File: config.mk
export PLATFORM = sky130hd
export DESIGN_NAME = pg_xlate
export DESIGN_NICKNAME = d
export VERILOG_FILES = /design/src/rtl/xl_pkg.sv /design/src/rtl/xl_tlb_array.sv /design/src/rtl/xl_walk_ctrl.sv /design/src/rtl/pg_xlate.sv
export SDC_FILE = /design/constraint.sdc
export NUM_CORES = 1
export LEC_CHECK = 0
export ABC_AREA = 0
export CORE_UTILIZATION = 49
export DETAILED_ROUTE_END_ITERATION = 8
export GPL_ROUTABILITY_DRIVEN = 1
export PLACE_DENSITY = 0.75
export SYNTH_ARGS = -nofsm -noshare
export SYNTH_HDL_FRONTEND = slang
export SYNTH_SLANG_ARGS = --single-unit
File: constraint.sdc
create_clock -name clk -period 2.5 [get_ports clk]
set_clock_uncertainty 0.1 [all_clocks]
set_input_delay 0.375 -clock clk [delete_from_list [all_inputs] [get_ports clk]]
set_output_delay 0.375 -clock clk [all_outputs]
set_load 0.02 [all_outputs]
File: src/rtl/xl_pkg.sv
package xl_pkg;

  typedef enum logic [1:0] {
    ACC_RD  = 2'd0,
    ACC_WR  = 2'd1,
    ACC_EX  = 2'd2,
    ACC_BAD = 2'd3
  } acc_e;

  typedef enum logic [1:0] {
    WK_IDLE,
    WK_ISSUE,
    WK_WAIT
  } wk_state_e;

  // rights in table-word order: r lowest, x highest
  typedef struct packed {
    logic x;
    logic w;
    logic r;
  } rwx_t;

  function automatic logic rights_grant(rwx_t p, logic [1:0] kind);
    case (kind)
      ACC_RD:  return p.r;
      ACC_WR:  return p.w;
      ACC_EX:  return p.x;
      default: return 1'b0;
    endcase
  endfunction

endpackage

File: src/rtl/xl_tlb_array.sv
module xl_tlb_array
  import xl_pkg::*;
#(
  parameter int ENTRIES = 4,
  parameter int VPN_W   = 4,
  parameter int PFN_W   = 4
) (
  input  logic               clk,
  input  logic               rst_n,
  input  logic               flush,
  input  logic [VPN_W-1:0]   lk_vpn,
  output logic               lk_hit,
  output logic [PFN_W-1:0]   lk_pfn,
  output rwx_t               lk_rwx,
  input  logic               fill_en,
  input  logic [VPN_W-1:0]   fill_vpn,
  input  logic [PFN_W-1:0]   fill_pfn,
  input  rwx_t               fill_rwx,
  output logic [ENTRIES-1:0] hit_vec,
  output logic [ENTRIES-1:0] valid_vec
);
  localparam int IDX_W = (ENTRIES > 1) ? $clog2(ENTRIES) : 1;

  logic [ENTRIES-1:0] vld_q;
  logic [VPN_W-1:0]   tag_q  [ENTRIES];
  logic [PFN_W-1:0]   pfn_q  [ENTRIES];
  rwx_t               perm_q [ENTRIES];
  logic [IDX_W-1:0]   rr_q;
  logic [IDX_W-1:0]   victim;
  logic               any_free;

  // parallel compare, one comparator per slot
  for (genvar g = 0; g < ENTRIES; g++) begin : g_cmp
    assign hit_vec[g] = vld_q[g] && (tag_q[g] == lk_vpn);
  end

  assign lk_hit    = |hit_vec;
  assign valid_vec = vld_q;

  always_comb begin
    lk_pfn = '0;
    lk_rwx = '0;
    for (int i = 0; i < ENTRIES; i++) begin
      if (hit_vec[i]) begin
        lk_pfn = lk_pfn | pfn_q[i];
        lk_rwx = rwx_t'(lk_rwx | perm_q[i]);
      end
    end
  end

  // lowest empty slot wins, otherwise the round-robin pointer
  always_comb begin
    victim   = rr_q;
    any_free = 1'b0;
    for (int i = ENTRIES - 1; i >= 0; i--) begin
      if (!vld_q[i]) begin
        victim   = IDX_W'(i);
        any_free = 1'b1;
      end
    end
  end

  always_ff @(posedge clk) begin
    if (!rst_n) begin
      vld_q <= '0;
      rr_q  <= '0;
    end else if (flush) begin
      vld_q <= '0;
      rr_q  <= '0;
    end else if (fill_en) begin
      vld_q[victim] <= 1'b1;
      if (!any_free)
        rr_q <= (rr_q == IDX_W'(ENTRIES - 1)) ? '0 : rr_q + 1'b1;
    end
  end

  always_ff @(posedge clk) begin
    if (fill_en && !flush) begin
      tag_q[victim]  <= fill_vpn;
      pfn_q[victim]  <= fill_pfn;
      perm_q[victim] <= fill_rwx;
    end
  end

endmodule

File: src/rtl/xl_walk_ctrl.sv
module xl_walk_ctrl
  import xl_pkg::*;
#(
  parameter int MEM_AW = 8
) (
  input  logic              clk,
  input  logic              rst_n,
  input  logic              start,
  input  logic [MEM_AW-1:0] start_addr,
  input  logic              mem_rsp_valid,
  output logic              busy,
  output logic              mem_rd_req,
  output logic [MEM_AW-1:0] mem_rd_addr,
  output logic              done
);
  wk_state_e         st_q;
  logic [MEM_AW-1:0] addr_q;

  always_ff @(posedge clk) begin
    if (!rst_n) begin
      st_q   <= WK_IDLE;
      addr_q <= '0;
    end else begin
      case (st_q)
        WK_IDLE: if (start) begin
          st_q   <= WK_ISSUE;
          addr_q <= start_addr;
        end
        WK_ISSUE: st_q <= mem_rsp_valid ? WK_IDLE : WK_WAIT;
        WK_WAIT:  if (mem_rsp_valid) st_q <= WK_IDLE;
        default:  st_q <= WK_IDLE;
      endcase
    end
  end

  assign busy        = (st_q != WK_IDLE);
  assign mem_rd_req  = (st_q == WK_ISSUE);
  assign mem_rd_addr = addr_q;
  assign done        = busy && mem_rsp_valid;

endmodule

File: src/rtl/pg_xlate.sv
module pg_xlate
  import xl_pkg::*;
#(
  parameter int VPN_W   = 4,
  parameter int OFF_W   = 4,
  parameter int PFN_W   = 4,
  parameter int ENTRIES = 4,
  parameter int MEM_AW  = 8,
  localparam int VA_W   = VPN_W + OFF_W,
  localparam int PA_W   = PFN_W + OFF_W,
  localparam int PTE_W  = PFN_W + 4
) (
  input  logic              clk,
  input  logic              rst_n,
  input  logic              base_we,
  input  logic [MEM_AW-1:0] base_wdata,
  input  logic              req_valid,
  output logic              req_ready,
  input  logic [VA_W-1:0]   req_vaddr,
  input  logic [1:0]        req_kind,
  output logic              rsp_valid,
  output logic [PA_W-1:0]   rsp_paddr,
  output logic              rsp_perm_fault,
  output logic              rsp_page_fault,
  output logic              mem_rd_req,
  output logic [MEM_AW-1:0] mem_rd_addr,
  input  logic              mem_rsp_valid,
  input  logic [PTE_W-1:0]  mem_rsp_data
);
  localparam int VLD_BIT = PFN_W + 3;

  function automatic logic [PA_W-1:0] join_pa(logic [PFN_W-1:0] f, logic [OFF_W-1:0] o);
    return {f, o};
  endfunction

  function automatic logic [MEM_AW-1:0] pte_loc(logic [MEM_AW-1:0] b, logic [VPN_W-1:0] v);
    return b + MEM_AW'(v);
  endfunction

  logic [MEM_AW-1:0] base_q;
  logic [VPN_W-1:0]  vpn_q;
  logic [OFF_W-1:0]  off_q;
  logic [1:0]        kind_q;
  logic              stale_q;

  logic [VPN_W-1:0]   in_vpn;
  logic [OFF_W-1:0]   in_off;
  logic               lk_hit_w;
  logic [PFN_W-1:0]   lk_pfn_w;
  rwx_t               lk_rwx_w;
  logic [ENTRIES-1:0] hit_vec_w;
  logic [ENTRIES-1:0] valid_vec_w;
  logic               walk_busy_w;
  logic               walk_done_w;
  logic               accept_w;
  logic               hit_acc_w;
  logic               miss_acc_w;
  logic               fill_w;
  logic [PFN_W-1:0]   pte_pfn;
  rwx_t               pte_rwx;
  logic               pte_vld;

  assign in_vpn = req_vaddr[VA_W-1:OFF_W];
  assign in_off = req_vaddr[OFF_W-1:0];

  assign req_ready  = !walk_busy_w && !base_we;
  assign accept_w   = req_valid && req_ready;
  assign hit_acc_w  = accept_w && lk_hit_w;
  assign miss_acc_w = accept_w && !lk_hit_w;

  assign pte_pfn = mem_rsp_data[PFN_W-1:0];
  assign pte_rwx = rwx_t'(mem_rsp_data[PFN_W+2:PFN_W]);
  assign pte_vld = mem_rsp_data[VLD_BIT];
  // a base change during the walk makes the fetched word belong to the old table
  assign fill_w  = walk_done_w && pte_vld && !stale_q && !base_we;

  xl_tlb_array #(
    .ENTRIES (ENTRIES),
    .VPN_W   (VPN_W),
    .PFN_W   (PFN_W)
  ) tlb_i (
    .clk       (clk),
    .rst_n     (rst_n),
    .flush     (base_we),
    .lk_vpn    (in_vpn),
    .lk_hit    (lk_hit_w),
    .lk_pfn    (lk_pfn_w),
    .lk_rwx    (lk_rwx_w),
    .fill_en   (fill_w),
    .fill_vpn  (vpn_q),
    .fill_pfn  (pte_pfn),
    .fill_rwx  (pte_rwx),
    .hit_vec   (hit_vec_w),
    .valid_vec (valid_vec_w)
  );

  xl_walk_ctrl #(
    .MEM_AW (MEM_AW)
  ) walk_i (
    .clk           (clk),
    .rst_n         (rst_n),
    .start         (miss_acc_w),
    .start_addr    (pte_loc(base_q, in_vpn)),
    .mem_rsp_valid (mem_rsp_valid),
    .busy          (walk_busy_w),
    .mem_rd_req    (mem_rd_req),
    .mem_rd_addr   (mem_rd_addr),
    .done          (walk_done_w)
  );

  always_ff @(posedge clk) begin
    if (!rst_n) begin
      base_q  <= '0;
      vpn_q   <= '0;
      off_q   <= '0;
      kind_q  <= '0;
      stale_q <= 1'b0;
    end else begin
      if (base_we) base_q <= base_wdata;
      if (accept_w) begin
        vpn_q  <= in_vpn;
        off_q  <= in_off;
        kind_q <= req_kind;
      end
      if (base_we)       stale_q <= 1'b1;
      else if (accept_w) stale_q <= 1'b0;
    end
  end

  always_ff @(posedge clk) begin
    if (!rst_n) begin
      rsp_valid      <= 1'b0;
      rsp_paddr      <= '0;
      rsp_perm_fault <= 1'b0;
      rsp_page_fault <= 1'b0;
    end else begin
      rsp_valid      <= hit_acc_w || walk_done_w;
      rsp_paddr      <= '0;
      rsp_perm_fault <= 1'b0;
      rsp_page_fault <= 1'b0;
      if (hit_acc_w) begin
        if (rights_grant(lk_rwx_w, req_kind)) rsp_paddr <= join_pa(lk_pfn_w, in_off);
        else                                   rsp_perm_fault <= 1'b1;
      end else if (walk_done_w) begin
        if (!pte_vld)                          rsp_page_fault <= 1'b1;
        else if (rights_grant(pte_rwx, kind_q)) rsp_paddr <= join_pa(pte_pfn, off_q);
        else                                   rsp_perm_fault <= 1'b1;
      end
    end
  end

endmodule

After elaboration in Yosys (flattened, before gate mapping)
Memory sizes are Yosys's and may differ from the RTL's.
Index checks and enable logic that the tools add are counted.

cells by class
  add/subtract/negate cells = 2
  $lt $le $gt $ge = 2
  equality and inequality tests = 13
  mux-type cells = 46
  bitwise logic cells = 10
  reduce and logical (&&, ||, !) cells = 30

operators with widths
  kind                 number
  $mux 8               5
  $mux 1               21
  $eq 4x4->1           4
  $mux 2               8
  $mux 4               4
  $or 4x4->4           4
  $logic_and 1x1->1    14
  $mux 3               4
  $or 3x3->3           3
  $add 8x4->8          1
  $eq 2x2->1 const B   4
  $eq 2x1->1 const B   3
  $logic_not 2->1      3
  $pmux 1 s3           2
  $pmux 2 s3           1
  $reduce_and 2->1     3
  $logic_not 1->1      4
  $ne 2x2->1 const B   2
  $reduce_bool 2->1    2
  $reduce_or 4->1      1
  $lt 2x3->1 const B   1
  $not 1->1            3
  $reduce_or 3->1      1
  $add 2x1->2 const B  1
  other kinds (4)      4

word-level totals
  register bits = 46
  RAM bits = 44
  bits of input ports = 31
  output and inout bits = 21
  logic and storage cells = 119
  memories = 3

memory list
  name          depth  bits a word  rd ports  clocked after Yosys merged registers in  write ports  RTL line            source
  tlb_i.pfn_q   4      4            4         0                                        1            xl_tlb_array.sv:26  logic [PFN_W-1:0] pfn_q [ENTRIES];
  tlb_i.tag_q   4      4            4         0                                        1            xl_tlb_array.sv:25  logic [VPN_W-1:0] tag_q [ENTRIES];
  tlb_i.perm_q  4      3            4         0                                        1            xl_tlb_array.sv:27  rwx_t perm_q [ENTRIES];

Longest topological paths before layout
Gate-level depths: netlist of the first run.

  depth in word-level cells = 14
  gate-level depth with buffers = 10
  mapped depth without buffers = 10

By module
From an unflattened synthesis of the first run, not the netlist that was laid out.

second synthesis, totals
  cells, all modules = 327
  area, all modules = 3797.4 um2

by module, submodules not included
  module        times used  cells each  area an instance (um2)  sequential area each (um2)
  xl_tlb_array  1           147         2042.0                  1441.4
  pg_xlate      1           136         1333.8                  600.6
  xl_walk_ctrl  1           44          421.7                   200.2

Worst setup path after synthesis of the first run
No wires, ideal clock.

  path type = register to register
  start point = register walk_i.st_q[1]
  end point = memory tlb_i.perm_q[3][0] (netlist bit), enable pin
  setup time = 0.397 ns
  arrival time = 1.988 ns
  data required time = 2.003 ns
  slack = 0.016 ns
  cell stages (with the launch flop) = 5
  path buffers = 0
  period minus slack after synthesis = 2.484 ns
  cells stage by stage = dfxtp_1 > o211ai_1 > nor3_1 > nand3_1 > a211oi_1

between the ends
  longest elaborated chain between the ends = 8

ends and longest elaborated chain
  element                         RTL line            source
  from (decl)                     xl_walk_ctrl.sv:16  wk_state_e st_q;
  from (signal assigned)          xl_walk_ctrl.sv:29  WK_ISSUE: st_q <= mem_rsp_valid ? WK_IDLE : WK_WAIT;
  $reduce_bool 2->1               xl_walk_ctrl.sv:36  assign busy = (st_q != WK_IDLE);
  $logic_and 1x1->1               xl_walk_ctrl.sv:39  assign done = busy && mem_rsp_valid;
  $logic_and 1x1->1 (3 in a row)  pg_xlate.sv:75      assign fill_w = walk_done_w && pte_vld && !stale_q && !base_we;
  $logic_and 1x1->1               xl_tlb_array.sv:78  if (fill_en && !flush) begin
  $mux 1                          xl_tlb_array.sv:78
  $mux 1 (not written as such)    xl_tlb_array.sv:81  perm_q[victim] <= fill_rwx;
  to (decl)                       xl_tlb_array.sv:27

Every way passes these cells.

Worst setup path after layout of the first run
  start point = input req_vaddr[7]
  end point = register walk_i.addr_q[2], in the netlist walk_i.mem_rd_addr[2]

between the ends
  longest elaborated chain between the ends = 6
  elaborated cells between the ends (all ways) = 12
  those cells by class = eq/ne: 4; reduce/logical: 8

ends and longest elaborated chain
  element                                RTL line            source
  from (decl)                            pg_xlate.sv:19      input logic [VA_W-1:0] req_vaddr,
  $eq 4x4->1                             xl_tlb_array.sv:34  assign hit_vec[g] = vld_q[g] && (tag_q[g] == lk_vpn);
  $logic_and 1x1->1                      xl_tlb_array.sv:34
  $reduce_or 4->1 (*)                    xl_tlb_array.sv:37  assign lk_hit = |hit_vec;
  $logic_not 1->1 (*)                    pg_xlate.sv:69      assign miss_acc_w = accept_w && !lk_hit_w;
  $logic_and 1x1->1 (*)                  pg_xlate.sv:69
  $reduce_and 2->1 (no source line) (*)  --
  to (signal assigned)                   xl_walk_ctrl.sv:27  addr_q <= start_addr;
  to (decl)                              xl_walk_ctrl.sv:17  logic [MEM_AW-1:0] addr_q;

Every way passes the cells marked *; elsewhere a longest branch is shown, timed or not.
A chain may end at the register's enable or synchronous reset.

==> qor.csv, run 1 <==
metric,value,unit
Critical Path RT,2650,ps
final setup TNS,0,ps
DRC violations left,0,
status,"complete, no violations",
Final Hold Viols,0,
Worst-path clk slew,80,ps
"Slowest-stage cell, CP",or4_1,
Max VDD drop,0.000327,V
total routed wirelength,8.11,mm
io pins,52,
TritonCTS Buffers,9,
diode count,0,
endpoints failing setup,0,
CP max FO,13,
Synth-to-Final Area Change,28.4,%
async set-reset flop share out of synthesis,0,
fillcell total,563,
Final Slew Violations,0,
CP peak stage delay,590,ps
Post-synth EDFFs,44,
vias per cell,5.34,
critical path arrival,2560,ps
library cells used by synthesis,55,
CP most frequent cell,buf_4,
CTS H-tree depth,3,
chip height,90.1,um
register area share after synthesis,0.590,
global route overflow,0,
pre-CTS setup slack,-334,ps
Site Rows,31,
clock buffer depth,2,
final worst-path cycle share,0.963,
number of synthesized register bits,90,
final instance area,4880,um^2
first-pass GRT wire length,13.4,mm
Tot Pwr,2950,uW
relative max-transition margin,0.660,
post-layout util,0.662,
routed via count,2661,
CTS tree,built,
pwr/cell area,605,nW/um^2
synthesized area,3800,um^2
fmax,415,MHz
Die W,90.1,um
layout cells sized above 1,0.168,
Layout Nets,431,
RSZ-0062 raised after global routing,no,
CP Capture Type,flop,
core area,7370,um^2
total track usage,0.216,
min cycle time layout,2410,ps
largest net degree at the start of global routing,25,
crit start category,input pin,
gp weighted congestion,0.836,
top-count cell post-synth,dfxtp_1,
Cells after Synth,311,
Synth Net Count,348,
top cell type's share of synthesized area,0.348,
First-pass DRT Iterations,4,
Synth area leaders,"edfxtp_1, dfxtp_1, nand2_1",
DR WL/cell,16.3,um
synth cell count leaders,"dfxtp_1, edfxtp_1, nand2_1",
placed cell area,4620,um^2
Starting Density,0.516,
syn_area_per_cell,12.2,um^2
Buffers on Ports,51,
DP HPWL,5.78,mm
clock latency on the worst-skew pair,360,ps
max_cap viols,0,
CP Class,in2reg,
Hold Crit Class,in2reg,
Top Family by Delay on Critical Path,buffers and inverters,
yosys synthesis warning count,0,
number of global-route vias before repair,2738,
clk sink count,90,
Root Buffer,clkbuf_8,
Initial DRC Count,131,
die footprint,8110,um^2
Slew @ Worst Pin,510,ps
initial antenna violation count,0,
Antenna Violating Nets Remaining,0,
final setup margin,93.0,ps
LEAKAGE,0.00178,uW
WP buf/inv,4,
"Cell Chain, Critical Path",clkdlybuf4s50_1 -> buf_4 -> buf_4 -> xor2_1 -> nor4_2 -> or4_1 -> nor2_4 -> buf_12 -> mux2i_1 -> nor2b_1,
ys flop type,dfxtp_1,
cell taking the most area after synthesis,edfxtp_1,
==> layout make-up <==
class	count	area (um^2)	area share
well taps	99	124	0.0254
clock buffers	14	220	0.0452
inverters	5	18.8	0.00385
repair buffers	87	798	0.164
flip-flops and latches	90	2240	0.460
clock inverters	2	12.5	0.00257
multi-input cells	201	1460	0.300
==> through the flow <==
stage / hold slack [ps] / std cells
global placement: 354 / 481
CTS: 376 / 497
detailed placement: 364 / 481
global route: 346 / 498
floorplan: 343 / 311
finish: 328 / 498
==> state kept, by name, summed over array words and instances, names as in the netlist <==
signal	flops
tlb_i.tag_q	16
tlb_i.rr_q	2
tlb_i.perm_q	12
off_q	4
rsp_valid	1
walk_i.st_q	2
vpn_q	4
rsp_perm_fault	1
base_q	8
rsp_paddr	8
stale_q	1
tlb_i.pfn_q	16
kind_q	2
rsp_page_fault	1
tlb_i.valid_vec	4
walk_i.mem_rd_addr	8
==> metal layers <==
metal  part of all wire  track usage  routed length (um)
met1               0.44        0.269                3560
met2               0.50        0.361                4050
met3              0.045       0.0482                 362
met4              0.017       0.0914                 136
met5                  0            0                   0
==> placed cells by master (no fill, tap or decap), types with 12 or more instances in the layout <==
| master | synthesis | layout |
|---|---|---|
| mux2i_1 | 13 | 13 |
| nand2_1 | 36 | 36 |
| a21boi_0 | 12 | 12 |
| edfxtp_1 | 44 | 44 |
| nor2b_1 | 14 | 14 |
| clkdlybuf4s50_1 | 0 | 49 |
| dfxtp_1 | 46 | 46 |
| buf_4 | 1 | 35 |
| nor2_1 | 14 | 14 |
==> repair_timing <==
action	CTS	global route
gates resized for setup	0	3
hold buffers	0	0
buffers inserted	0	1
pin swaps	1	2
setup endpoints to repair	1	13
==> report_power, final <==
group	switching [uW]	internal (uW)	total [uW]
Combinational	126	148	275
Clock	502	581	1080
Sequential	21.0	1570	1590
Total	649	2300	2950
==> final timing paths <==
path	from	end	slack (ps)	cells after the start
hold reg to reg	off_q[1]$_SDFFE_PN0P_	off_q[1]$_SDFFE_PN0P_	370	2
setup / recovery	req_vaddr[7]	walk_i.mem_rd_addr[2]$_SDFFE_PN0P_	90	10
hold / removal	req_vaddr[5]	vpn_q[1]$_SDFFE_PN0P_	330	3
setup reg to reg	tlb_i.tag_q[3][2]$_DFFE_PP_	rsp_paddr[5]$_SDFF_PN0_	240	7
==> logic make-up (layout without fill, tap and decap cells) <==
group	count (synthesis)	count (layout)	share of synthesized area
AO/OA/AOI/OAI	65	65	0.135
AND/OR/NAND/NOR	95	95	0.131
adder cells (fa/ha/maj)	6	6	0.0217
XOR/XNOR	22	22	0.0606
multiplexers	13	13	0.0342
buffers and inverters	20	108	0.0273
flip-flops	90	90	0.590
==> worst min-delay path, cell delays in order <==
cell and delay [ps]:
dlymetal6s2s_1 190, nand2_1 80, a21boi_0 80
Note: power is estimated with default switching activity, not from simulation.
==> run 2: changes to the inputs <==
ABC_AREA = default   (was 0)
CELL_PAD_IN_SITES_DETAIL_PLACEMENT = 1   (was default)
CELL_PAD_IN_SITES_GLOBAL_PLACEMENT = 1   (was default)
CORE_UTILIZATION = 39   (was 49)
PLACE_DENSITY = default   (was 0.75)
PLACE_DENSITY_LB_ADDON = 0.1   (was default)
==> qor.csv, run 2 (synthesized netlist as in run 1, its figures left out) <==
metric,value,unit,change
status,"complete, no violations",,
largest net degree at the start of global routing,20,,-20%
Initial DRC Count,98,,-25%
io pins,52,,unchanged
CTS tree,built,,
CTS H-tree depth,3,,unchanged
Critical Path RT,2660,ps,about the same
CP Capture Type,flop,,
vias per cell,5.06,,-5.2%
final worst-path cycle share,0.990,,+0.0276
WP buf/inv,5,,+1
total track usage,0.198,,-0.0177
max_cap viols,0,,unchanged
Layout Nets,441,,+2.3%
Die W,101,um,+12%
Final Slew Violations,0,,unchanged
"Cell Chain, Critical Path",clkdlybuf4s50_1 -> buf_4 -> buf_4 -> xor2_1 -> nor4_2 -> buf_4 -> o41ai_1 -> buf_4 -> and3b_1 -> o21a_1,,
min cycle time layout,2480,ps,+69.1 ps
routed via count,2724,,+2.4%
gp weighted congestion,0.769,,-8.1%
Final Hold Viols,0,,unchanged
RSZ-0062 raised after global routing,yes,,
Worst-path clk slew,90,ps,about the same
clk sink count,90,,unchanged
CP peak stage delay,490,ps,-100 ps
layout cells sized above 1,0.198,,+0.0301
Root Buffer,clkbuf_8,,
Antenna Violating Nets Remaining,0,,unchanged
die footprint,10100,um^2,+25%
pre-CTS setup slack,-388,ps,-53.9 ps
final setup margin,24.0,ps,-69.1 ps
most frequent cells in the layout,"clkdlybuf4s50_1, dfxtp_1, buf_4",,
pwr/cell area,588,nW/um^2,-2.7%
cts hold-fix bufs,0,,unchanged
DP HPWL,6.86,mm,+19%
Starting Density,0.407,,-0.108
crit start category,input pin,,
initial antenna violation count,0,,unchanged
total routed wirelength,9.52,mm,+17%
DR WL/cell,17.7,um,+8.6%
critical path arrival,2640,ps,+80 ps
core area,9330,um^2,+27%
number of global-route vias before repair,2820,,+3.0%
Synth-to-Final Area Change,31.3,%,
CP most frequent cell,buf_4,,
first-pass GRT wire length,14.9,mm,+11%
global route overflow,0,,unchanged
chip height,101,um,+12%
relative max-transition margin,0.621,,-0.0392
clock latency on the worst-skew pair,360,ps,about the same
Hold Crit Class,reg2reg,,
biggest regs,"tlb_i.pfn_q x16, tlb_i.tag_q x16, tlb_i.perm_q x12",,
Max VDD drop,0.000334,V,+2.2%
Buffers on Ports,51,,unchanged
LEAKAGE,0.00182,uW,+2.1%
"Slowest-stage cell, CP",o41ai_1,,
fmax,404,MHz,-2.8%
Site Rows,35,,+13%
Slew @ Worst Pin,569,ps,+58.7 ps
diode count,0,,unchanged
Tot Pwr,2940,uW,-0.45%
TritonCTS Buffers,9,,unchanged
final setup TNS,0,ps,unchanged
First-pass DRT Iterations,4,,unchanged
"commonest non-fill, non-tap cell in the layout",clkdlybuf4s50_1,,
endpoints failing setup,0,,unchanged
post-layout util,0.535,,-0.127
Top Family by Delay on Critical Path,buffers and inverters,,
CP Class,in2reg,,
clock buffer depth,2,,unchanged
DRC violations left,0,,unchanged
CP max FO,5,,-8
## run 2: cell types whose count changed in the layout (fill, tap and decap cells not counted), moves of 2 or more
cell,delta
buf_4,+10
clkbuf_16,-3
clkinvlp_4,+2
inv_8,+2
xor2_1,-2
xor2_2,+2
## run 2: path summary, 6_finish.rpt
kind / slack (ps) / startpoint / endpoint / cells after the start
worst max-delay path: 20 / req_vaddr[7] / rsp_perm_fault$_SDFF_PN0_ / 10
worst max register to register: 220 / tlb_i.tag_q[3][3]$_DFFE_PP_ / rsp_paddr[2]$_SDFF_PN0_ / 7
worst min-delay path: 380 / off_q[2]$_SDFFE_PN0P_ / off_q[2]$_SDFFE_PN0P_ / 2
worst min register to register: 380 / off_q[2]$_SDFFE_PN0P_ / off_q[2]$_SDFFE_PN0P_ / 2
## run 2: metal layers
layer / vias up / share of wire / track usage
li1: 1305 / - / -
met1: 1345 / 0.47 / 0.255
met2: 64 / 0.49 / 0.336
met3: 10 / 0.031 / 0.0402
met4: 0 / 0.017 / 0.0613
met5: - / 0 / 0
## run 2: final cells by class
type                    instances  area, um^2
well taps                     129         161
repair buffers                 97         873
flip-flops and latches         90        2240
fillers                       995        4340
multi-input cells             201        1490
inverters                       5        18.8
clock buffers                   9         124
clock inverters                 7        85.1
## run 2: repair_timing
item | CTS | global route
resized for setup | 1 | 6
endpoints found under the hold margin | 0 | 0
setup endpoints to repair | 3 | 15
pin swaps | 1 | 3
setup buffers | 0 | 1
## run 2: power by group
group / leakage (uW) / total, uW / internal (uW) / switching (uW)
registers: 0.000764 / 1590 / 1570 / 21.3
clock network: 0.0000999 / 1060 / 481 / 575
logic: 0.000957 / 287 / 152 / 135
total: 0.00182 / 2940 / 2200 / 732
## run 2: metrics by stage
stage               instance area [um^2]  hold WS [ps]  std cells
floorplan                           3800           343        311
global placement                    4740           351        521
detailed placement                  4740           365        521
CTS                                 4950           379        537
global route                        4990           410        538
finish                              4990           375        538
## run 2: worst min-delay path: cells and delay by family (launching register included)
| family | cells | cell delay (ps) |
|---|---|---|
| simple gates | 1 | 50 |
| flops | 1 | 320 |
| compound gates | 1 | 70 |
==> run 3: changes to the inputs <==
SETUP_SLACK_MARGIN = 0.5   (was default)
SLEW_MARGIN = 40   (was default)
SYNTH_HIERARCHICAL = 1   (was default)
==> qor.csv, run 3 <==
metric,value,unit,change
Starting Density,0.407,,about the same
diode count,0,,unchanged
fmax,427,MHz,+5.8%
TritonCTS Buffers,9,,unchanged
biggest regs,"tlb_i/pfn_q x16, tlb_i/tag_q x16, tlb_i/perm_q x12",,
Cells after Synth,327,,+5.1%
Site Rows,35,,unchanged
gp weighted congestion,0.817,,+6.3%
Final Slew Violations,0,,unchanged
Buffers on Ports,51,,unchanged
endpoints failing setup,0,,unchanged
final setup TNS,0,ps,unchanged
crit start category,flop,,
Layout Cells excl Fill,569,,+5.8%
status,"complete, no violations",,
Max VDD drop,0.000262,V,-22%
total track usage,0.220,,+0.0215
Synth Net Count,364,,+4.6%
DP HPWL,7.33,mm,+6.8%
top-count cell post-synth,dfxtp_1,,
relative max-transition margin,0.616,,-0.00450
global route overflow,0,,unchanged
Layout Nets,472,,+7.0%
clock buffer depth,2,,unchanged
vias per cell,5.32,,+5.1%
register area share after synthesis,0.590,,about the same
number of global-route vias before repair,3170,,+12%
Critical Path RT,2690,ps,+30 ps
CTS H-tree depth,3,,unchanged
core area,9330,um^2,unchanged
DR WL/cell,18.7,um,+5.4%
Initial DRC Count,131,,+34%
routed via count,3027,,+11%
Slew @ Worst Pin,574,ps,+4.95 ps
LEAKAGE,0.00195,uW,+7.2%
First-pass DRT Iterations,5,,+1
number of synthesized register bits,90,,unchanged
Root Buffer,clkbuf_8,,
largest net degree at the start of global routing,33,,+65%
io pins,52,,unchanged
pre-CTS setup slack,-475,ps,-86.9 ps
first-pass GRT wire length,16.6,mm,+12%
yosys synthesis warning count,6,,+6
Synth-to-Final Area Change,40.0,%,
clk sink count,90,,unchanged
final setup margin,159,ps,+135 ps
max_cap viols,0,,unchanged
Hold Crit Class,in2reg,,
chip height,101,um,about the same
final worst-path cycle share,0.937,,-0.0539
layout cells sized above 1,0.259,,+0.0610
CTS tree,built,,
syn_area_per_cell,11.6,um^2,-5.0%
DRC violations left,0,,unchanged
async set-reset flop share out of synthesis,0,,unchanged
CP max FO,5,,unchanged
synthesized area,3800,um^2,about the same
CP Capture Type,flop,,
synth cell count leaders,"dfxtp_1, edfxtp_1, nand2_1",,
die footprint,10100,um^2,about the same
placed insts,544,,+4.4%
cell taking the most area after synthesis,edfxtp_1,,
CP Class,reg2reg,,
library cells used by synthesis,46,,-16%
total routed wirelength,10.6,mm,+11%
clock latency on the worst-skew pair,360,ps,about the same
Final Hold Viols,0,,unchanged
post-layout util,0.570,,+0.0350
Post-synth EDFFs,44,,unchanged
cts hold-fix bufs,0,,unchanged
top cell type's share of synthesized area,0.348,,about the same
Antenna Violating Nets Remaining,0,,unchanged
ys flop type,dfxtp_1,,
initial antenna violation count,0,,unchanged
"commonest non-fill, non-tap cell in the layout",buf_4,,
most frequent cells in the layout,"buf_4, clkdlybuf4s50_1, edfxtp_1",,
Worst-path clk slew,100,ps,about the same
pwr/cell area,542,nW/um^2,-7.8%
Die W,101,um,about the same
critical path arrival,2530,ps,-110 ps
Synth area leaders,"edfxtp_1, dfxtp_1, nand4_1",,
RSZ-0062 raised after global routing,yes,,
min cycle time layout,2340,ps,-135 ps
-- run 3: power by group --
group	leakage, uW	internal (uW)	total [uW]	switching, uW
clock network	0.0000986	390	983	593
registers	0.000768	1570	1590	20.9
logic	0.00109	154	312	158
total	0.00195	2110	2880	771
-- run 3: critical path, cell delays in order (launching register included) --
cell      delay [ps]
edfxtp_1         400
or2b_1           240
o2111a_2         170
and3_4           150
or4_4            510
nor2_2           120
nor3b_4          220
buf_6            160
mux2i_1          200
-- run 3: cells by family after synthesis --
kind of cell | after synthesis | share of synthesized area
AO/OA/AOI/OAI | 42 | 0.0843
XOR/XNOR | 19 | 0.0438
adder cells (fa/ha/maj) | 6 | 0.0217
buffers and inverters | 17 | 0.0211
flip-flops | 90 | 0.590
multiplexers | 18 | 0.0474
AND/OR/NAND/NOR | 135 | 0.191
-- run 3: worst paths after layout --
path	startpoint	endpoint	cells past startpoint	slack (ps)
worst max-delay path	tlb_i/tag_q[3][0]$_DFFE_PP_	walk_i/mem_rd_addr[2]$_SDFFE_PN0P_	8	160
worst min register to register	walk_i/mem_rd_addr[7]$_SDFFE_PN0P_	walk_i/mem_rd_addr[7]$_SDFFE_PN0P_	2	360
worst min-delay path	req_vaddr[4]	vpn_q[0]$_SDFFE_PN0P_	3	260
worst max register to register	tlb_i/tag_q[3][0]$_DFFE_PP_	walk_i/mem_rd_addr[2]$_SDFFE_PN0P_	8	160
-- run 3: layout make-up --
class / instances / area (um^2)
Multi-Input combinational cell: 220 / 1680
Clock buffer: 9 / 124
Clock inverter: 7 / 66.3
Tap cell: 129 / 161
Timing Repair Buffer: 108 / 1010
Sequential cell: 90 / 2250
Inverter: 6 / 30.0
Fill cell: 987 / 4010
-- run 3: repair_timing --
| item | 4_1_cts | 5_1_grt |
|---|---|---|
| setup endpoints to repair | 53 | 45 |
| gates cloned | 1 | 0 |
| pin swaps | 8 | 9 |
| resized for setup | 30 | 16 |
| buffers inserted | 5 | 3 |
-- run 3: per-stage QoR --
step	power, uW	hold slack, ps	cell area [um^2]
CTS	2900	363	5230
global route	2990	274	5320
global placement	1910	346	4910
floorplan	1750	344	3900
finish	2880	263	5320
detailed placement	1920	358	4910
-- run 3: routing by layer --
layer	GRT usage	wire (um)
met5	0	0
met4	0.0725	148
met3	0.0430	430
met2	0.378	5460
met1	0.278	4570
